File: src/rtl/ckg_pkg.sv
package ckg_pkg;
  // control word bit positions
  localparam int CTL_STOP  = 0;
  localparam int CTL_START = 1;
  localparam int CTL_RST   = 3;

  // effective divider: a zero field acts as one
  function automatic int unsigned ckg_steps(input int unsigned d);
    return (d == 0) ? 1 : d;
  endfunction

  // number of low divider steps at the start of a period
  function automatic int unsigned ckg_low_steps(input int unsigned d);
    return (ckg_steps(d) + 1) / 2;
  endfunction
endpackage

File: src/rtl/ckg_regs.sv
module ckg_regs #(
  parameter int PRE_W = 12,
  parameter int DIV_W = 4,
  parameter int unsigned RESET_RATE = 1,
  localparam int RATE_W = PRE_W + DIV_W
) (
  input  logic              clk,
  input  logic              rst_n,
  input  logic              rate_wr,
  input  logic              ctrl_wr,
  input  logic [RATE_W-1:0] wdata,
  input  logic              period_end,
  output logic              run,
  output logic [RATE_W-1:0] act_rate,
  output logic              soft_rst
);
  import ckg_pkg::*;

  logic [RATE_W-1:0] pend_rate;
  logic              pend_v;
  logic              stop_p;
  logic              ctl_start;
  logic              ctl_stop;

  assign soft_rst  = ctrl_wr & wdata[CTL_RST];
  assign ctl_stop  = ctrl_wr & wdata[CTL_STOP] & ~wdata[CTL_RST];
  assign ctl_start = ctrl_wr & wdata[CTL_START] & ~wdata[CTL_STOP] & ~wdata[CTL_RST];

  always_ff @(posedge clk or negedge rst_n) begin
    if (!rst_n) begin
      run       <= 1'b0;
      act_rate  <= RATE_W'(RESET_RATE);
      pend_rate <= '0;
      pend_v    <= 1'b0;
      stop_p    <= 1'b0;
    end else if (soft_rst) begin
      run       <= 1'b0;
      act_rate  <= RATE_W'(RESET_RATE);
      pend_rate <= '0;
      pend_v    <= 1'b0;
      stop_p    <= 1'b0;
    end else begin
      // rate word: immediate when idle, at the period boundary when running
      if (!run) begin
        if (rate_wr) act_rate <= wdata;
        pend_v <= 1'b0;
      end else if (period_end) begin
        if (rate_wr)     act_rate <= wdata;
        else if (pend_v) act_rate <= pend_rate;
        pend_v <= 1'b0;
      end else if (rate_wr) begin
        pend_rate <= wdata;
        pend_v    <= 1'b1;
      end
      // run state: start at once (counters idle low), stop at the boundary
      if (!run) begin
        if (ctl_start) run <= 1'b1;
        stop_p <= 1'b0;
      end else if (period_end && (stop_p || ctl_stop)) begin
        run    <= 1'b0;
        stop_p <= 1'b0;
      end else if (ctl_stop) begin
        stop_p <= 1'b1;
      end else if (ctl_start) begin
        stop_p <= 1'b0;
      end
    end
  end
endmodule

File: src/rtl/ckg_prescale.sv
module ckg_prescale #(
  parameter int PRE_W = 12
) (
  input  logic             clk,
  input  logic             rst_n,
  input  logic             run,
  input  logic [PRE_W-1:0] pre_val,
  output logic             pre_tick
);
  logic [PRE_W:0] cnt;
  logic [PRE_W:0] limit;
  logic           bypass;
  logic           at_limit;

  assign bypass   = (pre_val == '0);
  assign limit    = {pre_val, 1'b0} - 1'b1;
  assign at_limit = (cnt == limit);
  assign pre_tick = run & (bypass | at_limit);

  always_ff @(posedge clk or negedge rst_n) begin
    if (!rst_n)                 cnt <= '0;
    else if (!run || bypass)    cnt <= '0;
    else if (at_limit)          cnt <= '0;
    else                        cnt <= cnt + 1'b1;
  end
endmodule

File: src/rtl/ckg_divide.sv
module ckg_divide #(
  parameter int DIV_W = 4
) (
  input  logic             clk,
  input  logic             rst_n,
  input  logic             run,
  input  logic             pre_tick,
  input  logic [DIV_W-1:0] div_val,
  output logic             card_clk,
  output logic             period_end
);
  import ckg_pkg::*;

  logic [DIV_W-1:0] dcnt;
  logic [DIV_W-1:0] d_eff;
  logic [DIV_W-1:0] lo_steps;

  assign d_eff      = DIV_W'(ckg_steps(32'(div_val)));
  assign lo_steps   = DIV_W'(ckg_low_steps(32'(div_val)));
  assign period_end = pre_tick & (dcnt == d_eff);
  assign card_clk   = run & (dcnt >= lo_steps);

  always_ff @(posedge clk or negedge rst_n) begin
    if (!rst_n)          dcnt <= '0;
    else if (!run)       dcnt <= '0;
    else if (period_end) dcnt <= '0;
    else if (pre_tick)   dcnt <= dcnt + 1'b1;
  end
endmodule

File: src/rtl/card_clk_gen.sv
module card_clk_gen #(
  parameter int PRE_W = 12,
  parameter int DIV_W = 4,
  parameter int unsigned RESET_RATE = 1
) (
  input  logic                   clk,
  input  logic                   rst_n,
  input  logic                   rate_wr,
  input  logic                   ctrl_wr,
  input  logic [PRE_W+DIV_W-1:0] wdata,
  output logic                   card_clk,
  output logic                   card_tick,
  output logic                   clk_running
);
  localparam int RATE_W = PRE_W + DIV_W;

  logic              run;
  logic [RATE_W-1:0] act_rate;
  logic              soft_rst;
  logic              pre_tick;
  logic              period_end;

  ckg_regs #(.PRE_W(PRE_W), .DIV_W(DIV_W), .RESET_RATE(RESET_RATE)) u_regs (
    .clk(clk), .rst_n(rst_n), .rate_wr(rate_wr), .ctrl_wr(ctrl_wr),
    .wdata(wdata), .period_end(period_end), .run(run),
    .act_rate(act_rate), .soft_rst(soft_rst)
  );

  ckg_prescale #(.PRE_W(PRE_W)) u_pre (
    .clk(clk), .rst_n(rst_n), .run(run),
    .pre_val(act_rate[RATE_W-1:DIV_W]), .pre_tick(pre_tick)
  );

  ckg_divide #(.DIV_W(DIV_W)) u_div (
    .clk(clk), .rst_n(rst_n), .run(run), .pre_tick(pre_tick),
    .div_val(act_rate[DIV_W-1:0]), .card_clk(card_clk),
    .period_end(period_end)
  );

  assign card_tick   = period_end;
  assign clk_running = run;
endmodule

File: config.mk
export PLATFORM = sky130hd
export DESIGN_NAME = card_clk_gen
export DESIGN_NICKNAME = d
export VERILOG_FILES = /design/src/rtl/ckg_pkg.sv /design/src/rtl/ckg_regs.sv /design/src/rtl/ckg_prescale.sv /design/src/rtl/ckg_divide.sv /design/src/rtl/card_clk_gen.sv
export SDC_FILE = /design/constraint.sdc
export NUM_CORES = 1
export LEC_CHECK = 0
export ABC_AREA = 1
export BUFFER_PORTS_ARGS = -buffer_cell sky130_fd_sc_hd__buf_2
export CORE_ASPECT_RATIO = 1.75
export CORE_MARGIN = 5
export CORE_UTILIZATION = 40
export DETAILED_ROUTE_END_ITERATION = 16
export GPL_ROUTABILITY_DRIVEN = 0
export GPL_TIMING_DRIVEN = 0
export SKIP_CTS_REPAIR_TIMING = 1
export SLEW_MARGIN = 15
export SYNTH_ARGS = -nofsm -noshare
export SYNTH_HDL_FRONTEND = slang
export SYNTH_SLANG_ARGS = --single-unit
export TNS_END_PERCENT = 10
File: constraint.sdc
create_clock -name clk -period 2.02 [get_ports clk]
set_input_delay 0.202 -clock clk [delete_from_list [all_inputs] [get_ports clk]]
set_output_delay 0.202 -clock clk [all_outputs]
set_load 0.1 [all_outputs]
=== Yosys cells after proc, flatten, opt, wreduce, memory -nomap -nowiden ===
Cells that the tools add are included.

* Register bits: 52
* Input bits: 20
* Output and inout bits: 3

* $add $sub $neg: 4
* $lt $le $gt $ge: 1
* Eq/ne operators: 8
* Muxes and demuxes: 28
* Bitwise gates (word level): 12
* Reductions and logical operators: 11

{| class="wikitable"
|+ Operators by type and width
! kind !! number
|-
| 16-bit 2-to-1 mux || 9
|-
| 13-bit 2-to-1 mux || 2
|-
| 4-bit 2-to-1 mux || 4
|-
| 13-bit by 1-bit adder with 13-bit output, second input constant || 1
|-
| 13-bit == test || 1
|-
| 1-bit 2-to-1 mux || 13
|-
| 13-bit by 1-bit subtractor with 13-bit output, second input constant || 1
|-
| 12-bit zero test || 1
|-
| 1-bit bitwise AND || 9
|-
| 3-bit AND reduction || 2
|-
| 5-bit by 1-bit adder with 5-bit output, second input constant || 1
|-
| 5-bit != test, second input constant || 1
|-
| 4-bit by 1-bit adder with 4-bit output, second input constant || 1
|-
| 4-bit == test || 1
|-
| 4-bit greater-or-equal comparator || 1
|-
| 4-bit zero test || 1
|-
| 4-bit by 3-bit != test with 1-bit output, second input constant || 1
|-
| 4-bit != test, second input constant || 1
|-
| 2-bit nonzero test || 2
|-
| 3-bit by 1-bit != test with 1-bit output, second input constant || 1
|-
| 3-bit by 2-bit != test with 1-bit output, second input constant || 1
|-
| 3-bit nonzero test || 1
|-
| 1-bit logical OR || 2
|-
| 2-bit != test, second input constant || 1
|-
| 4 further kinds || 5
|}

=== Longest topological paths before layout ===
Gate-level depths: netlist of run 1.

* Depth in word-level cells: 9
* Gate-level depth with buffers: 19
* Depth with buffers taken out: 18

=== Modules after synthesis ===
From an unflattened synthesis of run 1, not the netlist that was laid out.

* Cells, all modules: 503
* Area, all modules: 3538.4 sq um

{| class="wikitable"
|+ By module, submodules not included
! module !! times used !! cells each !! area each (sq um) !! seq. area each (sq um)
|-
| ckg_regs || 1 || 222 || 1809.2 || 877.1
|-
| ckg_prescale || 1 || 205 || 1272.5 || 325.3
|-
| ckg_divide || 1 || 76 || 456.7 || 100.1
|}

=== Worst setup path before layout of run 1 ===
No wires, ideal clock.

* Kind: reg2reg
* Start point: reg u_regs.run
* End point: reg u_regs.run
* Setup time: 0.115 ns
* Arrival: 2.644 ns
* Required time: 1.905 ns
* Path slack: -0.738 ns
* Stages on the path, launching flop included: 8
* Period minus slack after synthesis: 2.758 ns
* Path through: dfrtp_1 -> o211ai_1 -> nor4_2 -> nand2_4 -> inv_1 -> o21ai_0 -> nand3_1 -> inv_1

* Cells in the longest elaborated chain, start to end: 6

{| class="wikitable"
|+ RTL lines
! element !! RTL line !! source
|-
| start: declaration || ckg_regs.sv:13 || <nowiki>output logic run,</nowiki>
|-
| start signal: assignment || ckg_regs.sv:31 || <nowiki>run <= 1'b0;</nowiki>
|-
| start signal: assignment || ckg_regs.sv:37 || <nowiki>run <= 1'b0;</nowiki>
|-
| start signal: assignment || ckg_regs.sv:57 || <nowiki>if (ctl_start) run <= 1'b1;</nowiki>
|-
| 1-bit bitwise AND || ckg_prescale.sv:18 || <nowiki>assign pre_tick = run & (bypass | at_limit);</nowiki>
|-
| 1-bit bitwise AND || ckg_divide.sv:20 || <nowiki>assign period_end = pre_tick & (dcnt == d_eff);</nowiki>
|-
| net card_tick || card_clk_gen.sv:12 || <nowiki>output logic card_tick,</nowiki>
|-
| 1-bit logical AND || ckg_regs.sv:59 || <nowiki>end else if (period_end && (stop_p || ctl_stop)) begin</nowiki>
|-
| 1-bit 2-to-1 mux || ckg_regs.sv:59 ||
|-
| 1-bit 2-to-1 mux || ckg_regs.sv:56 || <nowiki>if (!run) begin</nowiki>
|-
| 1-bit 2-to-1 mux || ckg_regs.sv:36 || <nowiki>end else if (soft_rst) begin</nowiki>
|}

The timed path passes the listed nets, and every way through them passes these cells.
A chain may end at the register's enable or synchronous reset.

=== Worst setup path after layout of run 1 ===
* Start point: reg u_regs.act_rate[5]
* End point: out card_tick

* Cells in the longest elaborated chain, start to end: 5
* Elaborated cells on any way between the ends: 6
* Those cells by class: add/sub: 1; eq/ne: 1; bitwise: 3; reduce/logical: 1

{| class="wikitable"
|+ RTL lines
! element !! RTL line !! source
|-
| start: declaration || ckg_regs.sv:14 || <nowiki>output logic [RATE_W-1:0] act_rate,</nowiki>
|-
| start signal: assignment || ckg_regs.sv:32 || <nowiki>act_rate <= RATE_W'(RESET_RATE);</nowiki>
|-
| start signal: assignment || ckg_regs.sv:38 || <nowiki>act_rate <= RATE_W'(RESET_RATE);</nowiki>
|-
| start signal: assignment || ckg_regs.sv:45 || <nowiki>if (rate_wr) act_rate <= wdata;</nowiki>
|-
| 13-bit by 1-bit subtractor with 13-bit output || ckg_prescale.sv:16 || <nowiki>assign limit = {pre_val, 1'b0} - 1'b1;</nowiki>
|-
| 13-bit == test || ckg_prescale.sv:17 || <nowiki>assign at_limit = (cnt == limit);</nowiki>
|-
| 1-bit bitwise OR * || ckg_prescale.sv:18 ||
|-
| 1-bit bitwise AND * || ckg_prescale.sv:18 ||
|-
| 1-bit bitwise AND * || ckg_divide.sv:20 ||
|-
| end: declaration || card_clk_gen.sv:12 ||
|}

Mark *: on every way between the ends. The rest lies on a longest branch, timed or not.

==> metrics.txt, run 1 <==
status finished, violations left; violated checks hold timing, setup timing; total power 3.29 mW; crit path launch u_regs.act_rate[5]; Max clock buf depth 2; vias in the first global route 3136; PortBufs 22; Die Width 80.0 µm; Initial DRT Pass Iterations 4; critical path endpoint card_tick; top post-synthesis cells by count nand2_1 (132), nand3_1 (68), nor2_1 (66); fraction of registers with async set/reset 100%; post-route DRC violation count 0; Crit path depth 13; Syn Std Cell Area approximately 0.0034 mm²; Clk Tree Root Cell clkbuf_16; Final period util 122%; Routed Antenna Nets 0; Worst-path clk slew 0.07 ns; final hold vios 51; Final HPWL DP 6290 µm; CP Cell Sequence inv_2, ha_4, xnor2_2, nor2_2, nand2_1, nor2_1, nand2_1, nor2_1, nand3_2, nand2_4, nand2_4, clkinvlp_4, buf_12; clock buffer count from CTS 5; Hold Slack -0.0643 ns; fraction of layout cells with a size suffix above 1 18.3%; worst skew pair latency 0.29 ns; leak pwr approximately 2.1 nW; largest net degree at the start of global routing 53; Synth area leaders dfrtp_1 (37%), nand2_1 (14%), nand3_1 (9.9%); CP Capture Type primary output; RSZ-0062 raised after global routing yes; worst slew pin tran 0.661 ns; Iter 0 DRT Violations ~140; worst path bufs/invs 3; first-pass GRT wire length 13700 µm; FF+latch count, synth 52; IO Count 23; max-slew violations 0; Synth Area per Inst 7.00 µm²; Final Routed Wirelength between 8000 and 9000 µm; CTS sink count 52; drt wl/cell roughly 13 µm; MaxCap Viol Count 0; Slowest-stage cell, CP dfrtp_1; Via Count 3143; Synth top area share 37.2%; Initial Util 41.0%; Yosys cell types 38; fmax 0.407 GHz; maximum VDD drop 0.569 mV; crit start category register; r2r setup slk -0.27 ns; yosys warns 0; die area 0.0106 mm²; worst r2r src u_regs.act_rate[5]; crit path max fanout 4; post-synth top area cell dfrtp_1; EDFF count, synth 0; clock skew 0.00799 ns; Pwr Density 806 mW/mm²; crit path DAT 2.26 ns; delay-heaviest family, CP simple AND/OR/NAND/NOR gates; slowest cell delay on critical path 0.41 ns; global route overflow 0; Worst EP required 1.82 ns; Core Box Area 0.00837 mm²; antenna fix cells 0; vias per cell 4.87; Mapped Cells 490; post-synth net total 518; Layout Nets 558; DIE HEIGHT about 130 µm; post-synthesis sequential area ratio 38.0%; Slew HR 55.9%; area grow syn2layout 19.1%; Worst Hold Class in -> async; GRT Total Usage 15.9%; Core Rows 44; CP Class reg -> out; Main synth FF type dfrtp_1; H-tree depth 2; worst flop-to-flop path endpoint u_regs.pend_rate[10]; Filler cells 895; antenna violations before repair 0; Final TNS setup -8.91 ns; Final WS setup -0.439 ns; reg2reg path depth 16; setup violators final 50; Final min period between 2 and 2.5 ns; count leader, synth nand2_1; clock tree from TritonCTS yes
[through the flow]
| step | area, µm² | hold WS (ns) | setup slack, ns | utilization, % | cells |
|---|---|---|---|---|---|
| 2_1_floorplan | 3450 | -0.0936 | -0.135 | - | 490 |
| 3_3_place_gp | 3700 | 0.441 | -0.419 | 44.3 | 627 |
| 3_5_place_dp | 3710 | 0.286 | -0.414 | 44.3 | 627 |
| 4_1_cts | 3870 | -0.0318 | -0.744 | 46.3 | 635 |
| 5_1_grt | 4080 | 0.0146 | -0.553 | 48.8 | 646 |
| 6_report | 4080 | -0.0643 | -0.439 | 48.8 | 646 |
[worst min-delay path by stage]
stage               slack, ns     start                    to  cells past startpoint
floorplan               -0.09     rst_n         u_div.dcnt[0]                      0
global placement         0.44  wdata[5]   u_regs.pend_rate[5]                      3
detailed placement       0.29     rst_n          u_pre.cnt[9]                      1
CTS                     -0.03     rst_n    u_regs.act_rate[9]                      1
global route             0.01     rst_n  u_regs.pend_rate[10]                      1
finish                  -0.06     rst_n          u_pre.cnt[9]                      1
[cells by family after synthesis]
| kind of cell | share of synthesized area, % |
|---|---|
| simple gates | 39.0 |
| xor+xnor | 4.34 |
| buf+inv | 8.98 |
| compound gates | 6.75 |
| flops | 38.0 |
| fa+ha+maj | 2.92 |
[per-layer routing]
layer / part of all wire (%) / global-route usage [%]
met2: 57 / 30.8
met4: 1.6 / 5.83
met5: 0 / 0
met1: 39 / 16.6
met3: 2.3 / 2.24
[registers in the layout (all words and copies together), names as in the netlist]
name / count
u_regs.act_rate: 16
u_regs.pend_rate: 16
u_pre.cnt: 13
u_div.dcnt: 4
u_regs.pend_v: 1
u_regs.run: 1
u_regs.stop_p: 1
[cell type report]
| cell class | count | area (µm²) | share of cell area (%) |
|---|---|---|---|
| Buffer | 14 | 100 | 2.45 |
| Clock buffer | 6 | 129 | 3.16 |
| Clock inverter | 2 | 38.8 | 0.950 |
| Inverter | 60 | 235 | 5.76 |
| Multi-Input combinational cell | 364 | 1900 | 46.6 |
| Sequential cell | 52 | 1310 | 32.0 |
| Tap cell | 115 | 144 | 3.53 |
| Timing Repair Buffer | 33 | 225 | 5.52 |
[placed cells by master, fill, tap and decap left out, types with 2 or more instances in the layout]
cell type   synthesis  layout
xor2_1              8       8
o21ai_1             1       3
ha_1                8       7
o211ai_1            3       3
o21ai_0            25      23
nand3_1            68      68
nor2_2              6       8
dfrtp_1            51      47
buf_4               2      13
nand3b_1            4       4
o21a_1              2       2
nand2_4             4       3
nand2_2             3       8
buf_6               2       4
xnor2_1             9       8
clkbuf_1            6       7
dfrtp_2             0       4
nor3_1              5       5
clkbuf_16           0       5
inv_1              55      49
nand3_2             3       3
buf_2               4      21
inv_2               2       7
clkinvlp_4          0       2
nor2_1             66      61
nand4_1             2       2
nor2_4              1       4
buf_12              0       2
a21oi_1             5       4
nand2_1           132     127
[worst register-to-register path, delay by kind of cell, from the launching register on]
kind	cells	cell delay, ns
xor gates and xnor gates	1	0.13
buffers and inverters	3	0.36
DFF	1	0.41
adders and majority gates	1	0.21
and+or+nand+nor	11	1.07
[power by group]
part / leakage, nW / total (mW) / internal (mW) / switching [mW]
Combinational: 1.36 / 1.03 / 0.421 / 0.606
Clock: 0.0815 / 0.979 / 0.590 / 0.389
Sequential: 0.686 / 1.28 / 1.15 / 0.129
Total: 2.13 / 3.29 / 2.16 / 1.12
(Power assumes the default switching activity.)
==> run 2, diff against run 1 <==
--- a/config.mk
+++ b/config.mk
@@ -10,6 +10,7 @@
 export CORE_ASPECT_RATIO = 1.75
 export CORE_MARGIN = 5
 export CORE_UTILIZATION = 40
+export CTS_BUF_LIST = sky130_fd_sc_hd__clkbuf_4
 export DETAILED_ROUTE_END_ITERATION = 16
 export GPL_ROUTABILITY_DRIVEN = 0
 export GPL_TIMING_DRIVEN = 0
==> run 2 against run 1 <==
  * The run ends with setup timing left
  * Cell count is 0.15% higher
  * Sequential share of layout area grew 0.57 points
  * Non-clock buffer count unchanged
  * Register-to-register slack lost 0.07 ns
  * Design area is 1.7% lower
  * First-iteration DRC count increased by 2.8%
  * Clock skew up 0.0058 ns
  * Flip-flop and latch count unchanged
  * Worst setup slack worse by 0.13 ns
  * Critical path depth stayed put
  * Hold slack better by 0.098 ns
==> metrics.txt, run 2 (synthesized netlist as in run 1, its figures left out) <==
status finished, violations left; violated checks setup timing; HP Start wdata[4]; Largest regs u_regs.act_rate (16), u_regs.pend_rate (16), u_pre.cnt (13); post-route DRC violation count 0; worst skew pair latency 0.39 ns; r2r setup slk -0.34 ns; Final WS setup -0.569 ns; crit start category register; die area ~0.011 mm²; clock tree from TritonCTS yes; Routed Antenna Nets 0; Initial Util 41.0%; most common cell after layout, fill and taps aside nand2_1; Pwr Density 731 mW/mm²; Filler cells 909; IO Count 23; Final HPWL DP roughly 6300 µm; Worst-path clk slew 0.16 ns; CTS sink count 52; crit path max fanout 4; Min-Delay Endpoint u_regs.pend_rate[4]; first-pass GRT wire length about 14000 µm; pre-CTS WS -0.414 ns; Core Box Area 0.00837 mm²; clock skew between 0.01 and 0.015 ns; global route overflow 0; reg2reg path depth 17; fmax 0.386 GHz; Final period util 128%; Via Count between 3k and 4k; worst path bufs/invs 3; Hold Slack 0.0333 ns; drt wl/cell between 10 and 15 µm; vias per cell 4.85; commonest non-fill, non-tap cells in the layout nand2_1 (127), nand3_1 (68), nor2_1 (61); leak pwr 2.10 nW; CP Class reg -> out; vias in the first global route 3091; Worst EP required 1.82 ns; slowest cell delay on critical path 0.43 ns; largest net degree at the start of global routing between 50 and 60; final hold vios 0; worst slew pin tran 0.668 ns; CP Capture Type primary output; Slowest-stage cell, CP dfrtp_1; Clk Tree Root Cell clkbuf_4; CP Cell Sequence inv_2, ha_4, xnor2_2, nor2_2, nand2_1, nor2_1, nand2_1, nor2_1, nand3_2, nand2_4, nand2_4, clkinvlp_4, buf_12; MaxCap Viol Count 0; Worst Hold Class in -> reg; Die Width 80.0 µm; crit path DAT 2.39 ns; H-tree depth 2; max-slew violations 0; area grow syn2layout 17.0%; Final min period 2.59 ns; total power 2.93 mW; Max clock buf depth 2; Slew HR 55.5%; Initial DRT Pass Iterations 4; DIE HEIGHT 132 µm; worst flop-to-flop path endpoint u_regs.pend_rate[3]; Layout Nets 558; Iter 0 DRT Violations 146; clock buffer count from CTS 5; RSZ-0062 raised after global routing yes; Final Routed Wirelength 8250 µm; worst r2r src u_regs.act_rate[4]; fraction of layout cells with a size suffix above 1 18.3%; setup violators final 50; delay-heaviest family, CP simple AND/OR/NAND/NOR gates; antenna violations before repair 1; PortBufs 22; maximum VDD drop 0.475 mV; GRT Total Usage 16.0%; Core Rows between 40 and 50; worst hold path depth 3
[run 2: layout make-up]
class,instances,area [µm²],share of cell area (%)
inverters,60,238,5.93
repair buffers,33,228,5.68
clock buffers,6,45.0,1.12
multi-input cells,364,1900,47.5
diodes,1,2.50,0.0624
plain buffers,14,103,2.56
well taps,115,144,3.59
clock inverters,2,38.8,0.967
flip-flops and latches,52,1310,32.6
[run 2: worst min-delay path: stages]
cell,delay [ns]
buf_2,0.09
nand3_1,0.06
nand2_1,0.06
[run 2: power by group]
part	switching [mW]	internal, mW	total (mW)
clock	0.354	0.280	0.634
combinational	0.604	0.415	1.02
sequential	0.127	1.15	1.28
total	1.08	1.85	2.93
[run 2: per-layer routing]
layer  track usage (%)  vias up  wire [µm]  share of wire (%)
met1              16.7     1460       3200                 39
met2              30.7       37       4730                 57
met3              2.65        8        195                2.4
met4              5.92        0        123                1.5
li1                  -     1635          -                  -
met5                 0        -          0                  0
[run 2: worst max path at each step]
stage	slack (ns)	depth (start not counted)	to	from
global route	-0.71	13	card_tick	u_regs.act_rate[5]
global placement	-0.42	13	card_tick	u_regs.act_rate[4]
finish	-0.57	13	card_tick	u_regs.act_rate[4]
floorplan	-0.14	16	u_regs.run	u_regs.act_rate[4]
detailed placement	-0.41	13	card_tick	u_regs.act_rate[4]
CTS	-0.87	13	card_tick	u_regs.act_rate[4]
[run 2: per-stage QoR]
| stage | setup TNS, ns | util (%) | cell area (µm²) | instances |
|---|---|---|---|---|
| CTS | -13.91 | 45.3 | 3790 | 635 |
| global route | -19.13 | 47.9 | 4010 | 647 |
| global placement | -12.22 | 44.3 | 3700 | 627 |
| detailed placement | -12.19 | 44.3 | 3710 | 627 |
| finish | -11.20 | 47.9 | 4010 | 647 |
| floorplan | -0.190 | - | 3450 | 490 |
==> run 3, diff against run 2 <==
--- a/config.mk
+++ b/config.mk
@@ -14,6 +14,7 @@
 export DETAILED_ROUTE_END_ITERATION = 16
 export GPL_ROUTABILITY_DRIVEN = 0
 export GPL_TIMING_DRIVEN = 0
+export RECOVER_POWER = 100
 export SKIP_CTS_REPAIR_TIMING = 1
 export SLEW_MARGIN = 15
 export SYNTH_ARGS = -nofsm -noshare
==> run 3 against run 2 <==
  * The run still ends with setup timing left
  * Via count unchanged
  * Register-to-register slack about the same
  * Non-clock buffer count unchanged
  * Sequential power about the same
  * Clock skew about the same
  * Power about the same
  * Worst setup slack about the same
  * Clock-buffer cell count unchanged
  * Fmax about the same
  * Design area about the same
  * Combinational power about the same
  * Largest cell class unchanged
==> metrics.txt, run 3 (synthesized netlist as in run 1, its figures left out) <==
Slew HR 13.3%; DIE HEIGHT 132 µm; Initial DRT Pass Iterations 4; Worst-path clk slew 0.16 ns; vias in the first global route 3091; status finished, violations left; worst path bufs/invs 3; fmax a little under 0.4 GHz; Finished Layout Cells 647; max-slew violations 0; commonest non-fill, non-tap cells in the layout nand2_1 (127), nand3_1 (68), nor2_1 (61); area grow syn2layout 16.9%; leak pwr roughly 2.1 nW; slowest cell delay on critical path between 0.4 and 0.5 ns; post-route DRC violation count 0; largest net degree at the start of global routing 53; Routed Antenna Nets 0; total power 2.93 mW; Worst Hold Class in -> reg; Hold Slack 0.0333 ns; Iter 0 DRT Violations 146; clock buffer count from CTS 5; crit path DAT 2.39 ns; Core Rows 44; crit path max fanout 4; clock network power share 21.6%; global route overflow 0; antenna violations before repair 1; RSZ-0062 raised after global routing yes; vias per cell between 4 and 5; most common cell after layout, fill and taps aside nand2_1; CP Capture Type primary output; Final Routed Wirelength just over 8000 µm; CP Class reg -> out; clock tree from TritonCTS yes; IO Count 23; setup violators final 50; Worst EP required 1.82 ns; Layout Nets 558; P_sw 1.08 mW; first-pass GRT wire length approximately 14000 µm; Pwr Density between 700 and 800 mW/mm²; Die Width 80.0 µm; delay-heaviest family, CP simple AND/OR/NAND/NOR gates; maximum VDD drop 0.475 mV; worst slew pin tran between 1 and 1.5 ns; Core Box Area 0.00837 mm²; clock skew 0.0138 ns; Pint 1.85 mW; Final TNS setup -11.23 ns; Max clock buf depth 2; Final HPWL DP 6290 µm; Layout Utilization 47.9%; Sw Ratio a little under two fifths; Final WS setup -0.569 ns; Reg power frac 43.6%; Largest regs u_regs.act_rate (16), u_regs.pend_rate (16), u_pre.cnt (13); Via Count 3140; GRT Total Usage 16.0%; Placed Instances 627; Logic pwr share between 30% and 40%; Final period util 128%; H-tree depth 2; worst skew pair latency roughly 0.39 ns; Slowest-stage cell, CP dfrtp_1; cell area after layout ~0.0040 mm²; violated checks setup timing; Final min period around 2.6 ns; PortBufs 22; CP Cell Sequence inv_2, ha_4, xnor2_2, nor2_2, nand2_1, nor2_1, nand2_1, nor2_1, nand3_2, nand2_4, nand2_4, clkinvlp_4, buf_12; crit start category register; final hold vios 0; Placed Area 0.00371 mm²; Initial Util about two fifths; Clk Tree Root Cell clkbuf_4; die area ~0.011 mm²; drt wl/cell about 13 µm; CTS sink count 52; MaxCap Viol Count 0; fraction of layout cells with a size suffix above 1 18.3%; pre-CTS WS -0.414 ns
## run 3: changes by cell type in the layout (fill, tap and decap cells not counted)
cell / before / now
buf_2: 20 / 19
buf_4: 13 / 12
clkbuf_2: 0 / 2
## run 3: power by group through the flow
stage / registers (mW) / clock network, mW / logic (mW)
2_1_floorplan: 1.27 / 0 / 0.693
3_3_place_gp: 1.28 / 0 / 0.885
3_5_place_dp: 1.29 / 0 / 0.898
4_1_cts: 1.27 / 0.658 / 0.902
5_1_grt: 1.29 / 0.698 / 1.15
6_report: 1.28 / 0.634 / 1.02
## run 3: path summary, 6_finish.rpt
kind / startpoint / to / slack [ns] / depth (start not counted)
max in group asynchronous: rst_n / u_regs.act_rate[1] / 0.54 / 2
setup reg to reg: u_regs.act_rate[4] / u_regs.pend_rate[3] / -0.34 / 17
hold / removal: wdata[4] / u_regs.pend_rate[4] / 0.03 / 3
min in group asynchronous: rst_n / u_pre.cnt[9] / 0.62 / 2
hold reg to reg: u_regs.pend_rate[2] / u_regs.pend_rate[2] / 0.50 / 2
setup / recovery: u_regs.act_rate[4] / card_tick / -0.57 / 13
## run 3: cell type report
| cell class | instances | area [µm²] |
|---|---|---|
| fill | 909 | 4360 |
| multi-input combinational | 364 | 1900 |
| sequential | 52 | 1310 |
| inverter | 60 | 238 |
| timing repair buffer | 33 | 225 |
| tap | 115 | 144 |
| buffer | 14 | 103 |
| clock buffer | 6 | 45.0 |
| clock inverter | 2 | 38.8 |
| antenna | 1 | 2.50 |
## run 3: metal layers
metal	part of all wire (%)	vias up	track usage [%]
li1	-	1635	-
met1	39	1458	16.7
met2	57	39	30.7
met3	2.4	8	2.65
met4	1.5	0	5.92
met5	0	-	0
## run 3: worst register-to-register path: stages (launching register included)
cell,delay (ns)
dfrtp_1,0.43
inv_2,0.11
ha_4,0.22
xnor2_2,0.13
nor2_2,0.15
nand2_1,0.07
nor2_1,0.12
nand2_1,0.06
nor2_1,0.13
nand3_2,0.11
nand2_4,0.11
nand2_4,0.08
buf_4,0.17
nand3_4,0.07
inv_4,0.06
buf_6,0.14
nand3_1,0.08
nand2_1,0.06
